$ cat src/rtl/swq_pkg.sv
package swq_pkg;
  parameter int OPC_W  = 8;
  parameter int ADDR_W = 64;
  parameter int ID_W   = 20;

  typedef struct packed {
    logic [OPC_W-1:0]  opcode;
    logic [ADDR_W-1:0] src;
    logic [ADDR_W-1:0] dst;
    logic [ADDR_W-1:0] cmpl;
    logic [ID_W-1:0]   pasid;
  } desc_t;

  typedef enum logic [1:0] {
    RSP_ACCEPT = 2'b00,
    RSP_RETRY  = 2'b01,
    RSP_ERROR  = 2'b10
  } rsp_e;
endpackage

$ cat src/rtl/swq_admit.sv
module swq_admit
  import swq_pkg::*;
(
  input  logic            clk,
  input  logic            rst_n,
  input  logic            sub_valid,
  input  logic [ID_W-1:0] sub_pasid,
  input  logic            full,
  output logic            wr_en,
  output logic            rsp_valid,
  output logic [1:0]      rsp_code
);
  logic id_ok;
  rsp_e verdict;

  always_comb begin
    id_ok = (sub_pasid != '0);
    wr_en = sub_valid && id_ok && !full;
    if (!id_ok)     verdict = RSP_ERROR;
    else if (full)  verdict = RSP_RETRY;
    else            verdict = RSP_ACCEPT;
  end

  always_ff @(posedge clk) begin
    if (!rst_n) begin
      rsp_valid <= 1'b0;
      rsp_code  <= RSP_ACCEPT;
    end else begin
      rsp_valid <= sub_valid;
      if (sub_valid) rsp_code <= verdict;
    end
  end

  // reply one cycle after every strobe, none otherwise
  a_r2_reply_due: assert property (@(posedge clk) disable iff (!rst_n)
    sub_valid |=> rsp_valid);
  a_r2_no_spurious: assert property (@(posedge clk) disable iff (!rst_n)
    !sub_valid |=> !rsp_valid);
  // zero ID gives error
  a_r5_zero_id_error: assert property (@(posedge clk) disable iff (!rst_n)
    (sub_valid && sub_pasid == '0) |=> rsp_code == RSP_ERROR);
  // full queue gives retry
  a_r4_full_retry: assert property (@(posedge clk) disable iff (!rst_n)
    (sub_valid && full && sub_pasid != '0) |=> rsp_code == RSP_RETRY);
endmodule

$ cat src/rtl/swq_store.sv
module swq_store
  import swq_pkg::*;
#(
  parameter int DEPTH = 16
) (
  input  logic  clk,
  input  logic  rst_n,
  input  logic  wr_en,
  input  desc_t wr_data,
  output logic  rd_valid,
  input  logic  rd_ready,
  output desc_t rd_data,
  output logic  full
);
  localparam int AW = (DEPTH > 1) ? $clog2(DEPTH) : 1;
  localparam int CW = $clog2(DEPTH + 1);
  localparam logic [AW-1:0] LAST_PTR = AW'(DEPTH - 1);
  localparam logic [CW-1:0] FULL_CNT = CW'(DEPTH);

  desc_t         mem [DEPTH];
  logic [AW-1:0] wr_ptr, rd_ptr;
  logic [CW-1:0] cnt;
  logic          pop;

  always_comb begin
    full     = (cnt == FULL_CNT);
    rd_valid = (cnt != '0);
    rd_data  = mem[rd_ptr];
    pop      = rd_valid && rd_ready;
  end

  for (genvar i = 0; i < DEPTH; i++) begin : g_entry
    always_ff @(posedge clk) begin
      if (wr_en && wr_ptr == AW'(i)) mem[i] <= wr_data;
    end
  end

  always_ff @(posedge clk) begin
    if (!rst_n) begin
      wr_ptr <= '0;
      rd_ptr <= '0;
      cnt    <= '0;
    end else begin
      if (wr_en) wr_ptr <= (wr_ptr == LAST_PTR) ? '0 : wr_ptr + 1'b1;
      if (pop)   rd_ptr <= (rd_ptr == LAST_PTR) ? '0 : rd_ptr + 1'b1;
      case ({wr_en, pop})
        2'b10:   cnt <= cnt + 1'b1;
        2'b01:   cnt <= cnt - 1'b1;
        default: cnt <= cnt;
      endcase
    end
  end

  // the admit logic never writes into a full queue
  a_r4_no_overflow: assert property (@(posedge clk) disable iff (!rst_n)
    wr_en |-> cnt < FULL_CNT);
  // occupancy never exceeds the depth
  a_r3_bounded: assert property (@(posedge clk) disable iff (!rst_n)
    cnt <= FULL_CNT);
  // a stalled head holds still
  a_r7_hold_stalled: assert property (@(posedge clk) disable iff (!rst_n)
    (rd_valid && !rd_ready) |=> (rd_valid && $stable(rd_data)));
  // an accept and a pop on one edge keep the occupancy
  a_r10_balanced: assert property (@(posedge clk) disable iff (!rst_n)
    (wr_en && pop) |=> cnt == $past(cnt));
endmodule

$ cat src/rtl/swq_top.sv
module swq_top
  import swq_pkg::*;
#(
  parameter int DEPTH = 16
) (
  input  logic              clk,
  input  logic              rst_n,
  input  logic              sub_valid,
  input  logic [OPC_W-1:0]  sub_opcode,
  input  logic [ADDR_W-1:0] sub_src,
  input  logic [ADDR_W-1:0] sub_dst,
  input  logic [ADDR_W-1:0] sub_cmpl,
  input  logic [ID_W-1:0]   sub_pasid,
  output logic              rsp_valid,
  output logic [1:0]        rsp_code,
  output logic              deq_valid,
  input  logic              deq_ready,
  output logic [OPC_W-1:0]  deq_opcode,
  output logic [ADDR_W-1:0] deq_src,
  output logic [ADDR_W-1:0] deq_dst,
  output logic [ADDR_W-1:0] deq_cmpl,
  output logic [ID_W-1:0]   deq_pasid
);
  desc_t in_desc, head;
  logic  wr_en, full;

  assign in_desc = '{opcode: sub_opcode, src: sub_src, dst: sub_dst,
                     cmpl: sub_cmpl, pasid: sub_pasid};

  swq_admit u_admit (
    .clk       (clk),
    .rst_n     (rst_n),
    .sub_valid (sub_valid),
    .sub_pasid (sub_pasid),
    .full      (full),
    .wr_en     (wr_en),
    .rsp_valid (rsp_valid),
    .rsp_code  (rsp_code)
  );

  swq_store #(.DEPTH(DEPTH)) u_store (
    .clk      (clk),
    .rst_n    (rst_n),
    .wr_en    (wr_en),
    .wr_data  (in_desc),
    .rd_valid (deq_valid),
    .rd_ready (deq_ready),
    .rd_data  (head),
    .full     (full)
  );

  assign deq_opcode = head.opcode;
  assign deq_src    = head.src;
  assign deq_dst    = head.dst;
  assign deq_cmpl   = head.cmpl;
  assign deq_pasid  = head.pasid;
endmodule

$ cat config.mk
export PLATFORM = sky130hd
export DESIGN_NAME = swq_top
export DESIGN_NICKNAME = d
export VERILOG_FILES = /design/src/rtl/swq_pkg.sv /design/src/rtl/swq_admit.sv /design/src/rtl/swq_store.sv /design/src/rtl/swq_top.sv
export SDC_FILE = /design/constraint.sdc
export NUM_CORES = 2
export LEC_CHECK = 0
export BUFFER_PORTS_ARGS = -buffer_cell sky130_fd_sc_hd__buf_4
export CORE_MARGIN = 2
export CORE_UTILIZATION = 65
export CTS_CLUSTER_DIAMETER = 50
export CTS_CLUSTER_SIZE = 28
export DETAILED_ROUTE_END_ITERATION = 12
export GPL_TIMING_DRIVEN = 1
export PLACE_DENSITY_LB_ADDON = 0.3
export SLEW_MARGIN = 10
export SYNTH_ARGS = -nofsm -noshare
export SYNTH_HDL_FRONTEND = slang
export SYNTH_SLANG_ARGS = --single-unit
$ cat constraint.sdc
create_clock -name clk -period 14.6 [get_ports clk]
set_input_delay 0.73 -clock clk [delete_from_list [all_inputs] [get_ports clk]]
set_output_delay 0.73 -clock clk [all_outputs]
set_load 0.02 [all_outputs]
Word level (Yosys, flattened, before mapping)
Memory sizes are Yosys's and may differ from the RTL's. A register that Yosys moved wholly into a read port is not among the register bits.
Cells that the tools add are included.
- add/sub/neg operators: 4
- equality and inequality tests: 19
- mux-type cells: 84
- reductions and logical operators: 39
- operators with widths (operator ; number):
    two-way mux 220 bit ; 15
    OR reduction 220 bit ; 15
    two-way mux 4 bit ; 19
    two-way mux 1 bit ; 48
    equality test 4 bit (second input constant) ; 9
    nonzero test 20 bit ; 1
    logical AND 1 bit ; 19
    equality test 4 x 3 -> 1 bit (second input constant) ; 4
    case mux 5 bit (2 select lines) ; 1
    adder 4 x 1 -> 4 bit (second input constant) ; 2
    equality test 4 x 2 -> 1 bit (second input constant) ; 2
    adder 5 x 1 -> 5 bit (second input constant) ; 1
    equality test 5 bit (second input constant) ; 1
    nonzero test 5 bit ; 1
    subtractor 5 x 1 -> 5 bit (second input constant) ; 1
    equality test 4 x 1 -> 1 bit (second input constant) ; 1
    logical NOT 4 bit ; 1
    equality test 2 x 1 -> 1 bit (second input constant) ; 1
    equality test 2 bit (second input constant) ; 1
    two-way mux 2 bit ; 1
    nonzero test 2 bit ; 1
    logical NOT 1 bit ; 1
- flip-flop bits (word level): 16
- RAM bits: 3520
- input port bits: 224
- word-level logic and storage cells: 152
- memories: 1
- memories (memory ; words ; width ; read ports ; clocked after Yosys merged registers in ; wr ports ; line ; text):
    u_store.mem ; 16 ; 220 ; 1 ; 1 ; 1 ; swq_store.sv:20 ; desc_t mem [DEPTH];

Depth between registers and ports, before layout
- depth in word-level cells: 22
- gate-level depth with buffers: 13
- mapped depth without buffers: 11

Hierarchy
A second synthesis with hierarchy kept.
- cell total of the unflattened synthesis: 5504
- area, all modules: 131986.6 um2
- by module, submodules not included (module ; times used ; cells each ; area an instance (um2) ; seq. area each (um2)):
    swq_store ; 1 ; 5485 ; 131811.4 ; 106041.7
    swq_admit ; 1 ; 19 ; 175.2 ; 60.1

Worst setup path before layout
No wires, ideal clock.
- kind: input to register
- start point: in sub_pasid[18]
- end point: mem u_store.mem[10][0] (netlist name) (enable)
- setup time: 0.609 ns
- arrival time: 6.556 ns
- data required time: 13.991 ns
- setup slack: 7.434 ns
- cell stages on the path: 5
- path buffers: 1
- cell sequence: nor4_1 and3_1 a21oi_1 clkbuf_1 and3_1
- word-level cells in the longest chain between the ends: 22
- ends and longest elaborated chain (item ; line ; text):
    start, declared ; swq_top.sv:13 ; input logic [ID_W-1:0] sub_pasid,
    nonzero test 20 bit (*) ; swq_admit.sv:17 ; id_ok = (sub_pasid != '0);
    logical AND 1 bit (*) (2 in a row) ; swq_admit.sv:18 ; wr_en = sub_valid && id_ok && !full;
    logical AND 1 bit ; swq_store.sv:34 ; if (wr_en && wr_ptr == AW'(i)) mem[i] <= wr_data;
    two-way mux 1 bit ; swq_store.sv:34 ;
    two-way mux 1 bit (implied by the code) ; swq_store.sv:34 ;
    OR reduction 220 bit (no line) ; n/a ;
    two-way mux 4 bit (no line) / two-way mux 1 bit (equally long branches) (15 in a row) ; n/a ;
    end, declared ; swq_store.sv:20 ;
Every way passes the cells marked *; elsewhere a longest branch is shown, timed or not.

==> results.md <==
- Clock Latency Late Sink: 0.97 ns
- I/O Pins: 448
- Sequential area share after synthesis: 0.7939
- Min Tclk post-route: 6.728 ns
- Seq pwr share: 0.478
- Dpl hpwl: 144200 µm
- Fillcell total: 10684
- Die Y: about 460 µm
- Final setup viols: 0
- Total global-route track usage: 0.2996
- # DRC: 0
- CTS buffer count: approximately 280
- First-pass DRT Iterations: 5
- Yosys top cell by area: edfxtp_1
- Worst VDD drop: 0.1454 mV
- Site row count: 166
- Port bufs: 447
- Layout cells sized above 1: 0.3281
- Total of max-cap violations: 0
- Yosys top cell area share: 0.7909
- Clock sink total: 3540
- DR vias/cell: 6.964
- Area contributors post-synth: edfxtp_1, mux4_2, mux2i_1
- Die area: 209300 µm²
- DR vias: 61513
- Synth warnings: 0
- Cell mode on critical path: buf_4
- Logic gate share of total power: 0.202
- Root Buffer Master: clkbuf_16
- Crit path max-delay cell type: dfxtp_4
- Die Wd: 457.4 µm
- Core ar.: 204600 µm²
- First-pass GRT wire length: 446300 µm
- Net Switching: 6.377 mW
- Clock tree from TritonCTS: done
- Syn Std Cell Area: 133600 µm²
- GPL Wtd Cong: 0.7617
- Post-Synthesis Net Count: about 5600
- Buffers & Inverters on Critical Path: 4
- Global route overflow: 0
- Crit path largest cell delay: ~1.0 ns
- Post-synth cell types: 45
- Clk pin slew, worst setup/hold paths: 0.07 ns
- CP Max Fanout: 76
- Max Freq: 148.6 MHz
- Initial antenna violation count: 53
- Slew Limit Fails: 0
- Synth-to-layout area growth: 11.90%
- Cells after synthesis: ~5400
- H-tree lvl count: 5
- Critical Path Sink Type: output pin
- Worst path cell trace: buf_4, buf_4, buf_4, mux4_2, mux4_2, buf_4
- Worst path top cell family by delay: buffers and inverters
- Final Cycle Share: 0.4608
- Max_slew headroom: 0.1261
- Hold WS: 0.06964 ns
- Nets: 6136
- Number of global-route vias before repair: 63542
- Int Power: 17.79 mW
- Hold Crit Class: primary input to register
- Initial Utilization: 0.6533
- Pwr/cell area: 161.6 nW/µm²
- Switching Share: 0.2639
- WL per Instance: 35.00 µm
- Setup Crit Path Kind: register to output pin
- Post-synth EDFFs: approximately 3500
- DRT Wirelength: 309200 µm
- Iteration-0 DRC Markers: 7517
- Outcome: completed
- Slew @ Worst Pin: about 1.3 ns
- Crit path arrival time: 6.00 ns
- Largest net degree at the start of global routing: 125
- Tot Pwr: 24.17 mW
- Clock skew: just over 0.09 ns
- TNS Setup: 0 ns
- Fin. Hold Viols: 0
- RSZ-0062 raised after global routing: no
- Post-DRT Antenna Nets: 0
- Clock Power Share: 0.321
- # resized after CTS: 0
- Required @ worst endpoint: 13.87 ns
- #FFs+latches synth: 3540
- Clk buf depth: 4
- Leakage: 45.43 nW
- Async set-reset flop share out of synthesis: 0
- Synth Flop Type: edfxtp_1
- Mapped Avg Cell Area: 24.95 µm²
- Worst setup SP type: register
## through the flow
| stage | area [µm²] | utilization | instances | setup slack [ns] |
|---|---|---|---|---|
| floorplan | 133600 | - | 5357 | 7.434 |
| global placement | 140000 | 0.6845 | 8297 | 8.947 |
| detailed placement | 140000 | 0.6845 | 8297 | 8.930 |
| CTS | 149500 | 0.7305 | 8793 | 7.776 |
| global route | 149500 | 0.7310 | 8829 | 7.634 |
| finish | 149600 | 0.7310 | 8833 | 7.872 |
## layer usage
metal | wire, µm | global-route usage | share of wire
met1 | 112000 | 0.4001 | 0.36
met2 | 157700 | 0.4880 | 0.51
met3 | 26030 | 0.05860 | 0.084
met4 | 13270 | 0.1374 | 0.043
met5 | 186 | 0 | 0.00060
## cells by family after synthesis
group           after synthesis  synth area share
simple gates                163          0.007359
mux                        1108            0.1759
flops                      3540            0.7939
fa+ha+maj                     8         0.0007490
xor+xnor                      4         0.0002622
compound gates              241           0.01142
buf+inv                     293           0.01038
## state kept, by name (all words and copies together) (netlist names), named ones only
register / cells
u_admit.rsp_valid: 1
u_store.cnt: 5
u_admit.rsp_code: 2
u_store.rd_ptr: 4
u_store.mem: 3520
u_store.wr_ptr: 4
## layout make-up
class | instances | area [µm²] | share of cell area
sequential | 3540 | 106100 | 0.7096
multi-input combinational | 1524 | 26230 | 0.1754
clock buffer | 293 | 7056 | 0.04718
timing repair buffer | 553 | 4454 | 0.02978
tap | 2688 | 3363 | 0.02249
clock inverter | 187 | 2203 | 0.01473
antenna | 40 | 100.1 | 0.0006693
inverter | 8 | 30.03 | 0.0002008
## synth_stat cells (all sizes together) (2+ instances only)
master,n
a22oi,2
a211oi,108
ha,8
and3,14
or3,2
or4,3
and2,6
xor2,3
nand2b,3
nand2,10
buf,149
mux2i,115
edfxtp,3520
mux4,993
a21oi,112
inv,7
nor4,3
a21o,2
clkbuf,136
o21ai,5
nor2b,111
nor2,7
dfxtp,20
## layout by cell type, fill, tap and decap left out, types with 4 or more instances in the layout
| master | synthesis | layout |
|---|---|---|
| nand2_1 | 10 | 10 |
| a21oi_1 | 112 | 112 |
| clkinvlp_4 | 0 | 21 |
| clkbuf_16 | 0 | 280 |
| buf_4 | 34 | 516 |
| dfxtp_1 | 20 | 16 |
| clkinv_2 | 0 | 15 |
| ha_1 | 8 | 8 |
| and2_4 | 0 | 4 |
| clkinv_4 | 0 | 17 |
| inv_6 | 0 | 42 |
| inv_1 | 7 | 7 |
| inv_12 | 0 | 8 |
| mux2i_1 | 115 | 115 |
| and3_4 | 0 | 12 |
| clkinv_8 | 0 | 23 |
| dlygate4sd3_1 | 0 | 16 |
| bufinv_16 | 0 | 18 |
| a211oi_1 | 108 | 108 |
| diode_2 | 0 | 40 |
| dfxtp_4 | 0 | 4 |
| mux4_2 | 993 | 993 |
| o21ai_0 | 4 | 4 |
| buf_12 | 0 | 21 |
| clkbuf_1 | 136 | 13 |
| clkinv_1 | 1 | 17 |
| edfxtp_1 | 3520 | 3520 |
| inv_8 | 0 | 23 |
| nor2b_1 | 111 | 111 |
| nor2_1 | 7 | 7 |
## power by group through the flow
stage	registers (mW)	clock network [mW]	logic, mW
after floorplan	11.8	0	3.47
after global placement	11.7	0	4.79
after detailed placement	11.8	0	4.86
after CTS	11.5	7.86	4.94
after global routing	11.6	8.21	5.15
final	11.5	7.76	4.87
## worst paths after layout
| path | start | endpoint | slack [ns] | cells after the start |
|---|---|---|---|---|
| hold reg to reg | u_store.cnt[4]$_SDFFE_PN0P_ | u_store.cnt[4]$_SDFFE_PN0P_ | 0.50 | 2 |
| setup reg to reg | u_store.cnt[2]$_SDFFE_PN0P_ | u_store.mem[10][138]$_DFFE_PP_ | 9.54 | 6 |
| setup / recovery | register | deq_src[11] | 7.87 | 6 |
| hold / removal | sub_src[29] | u_store.mem[3][177]$_DFFE_PP_ | 0.07 | 1 |
## repair_timing
action	4_1_cts	5_1_grt
endpoints found under the hold margin	182	0
setup buffers	0	0
hold buffers	16	0
(Power assumes the default switching activity.)
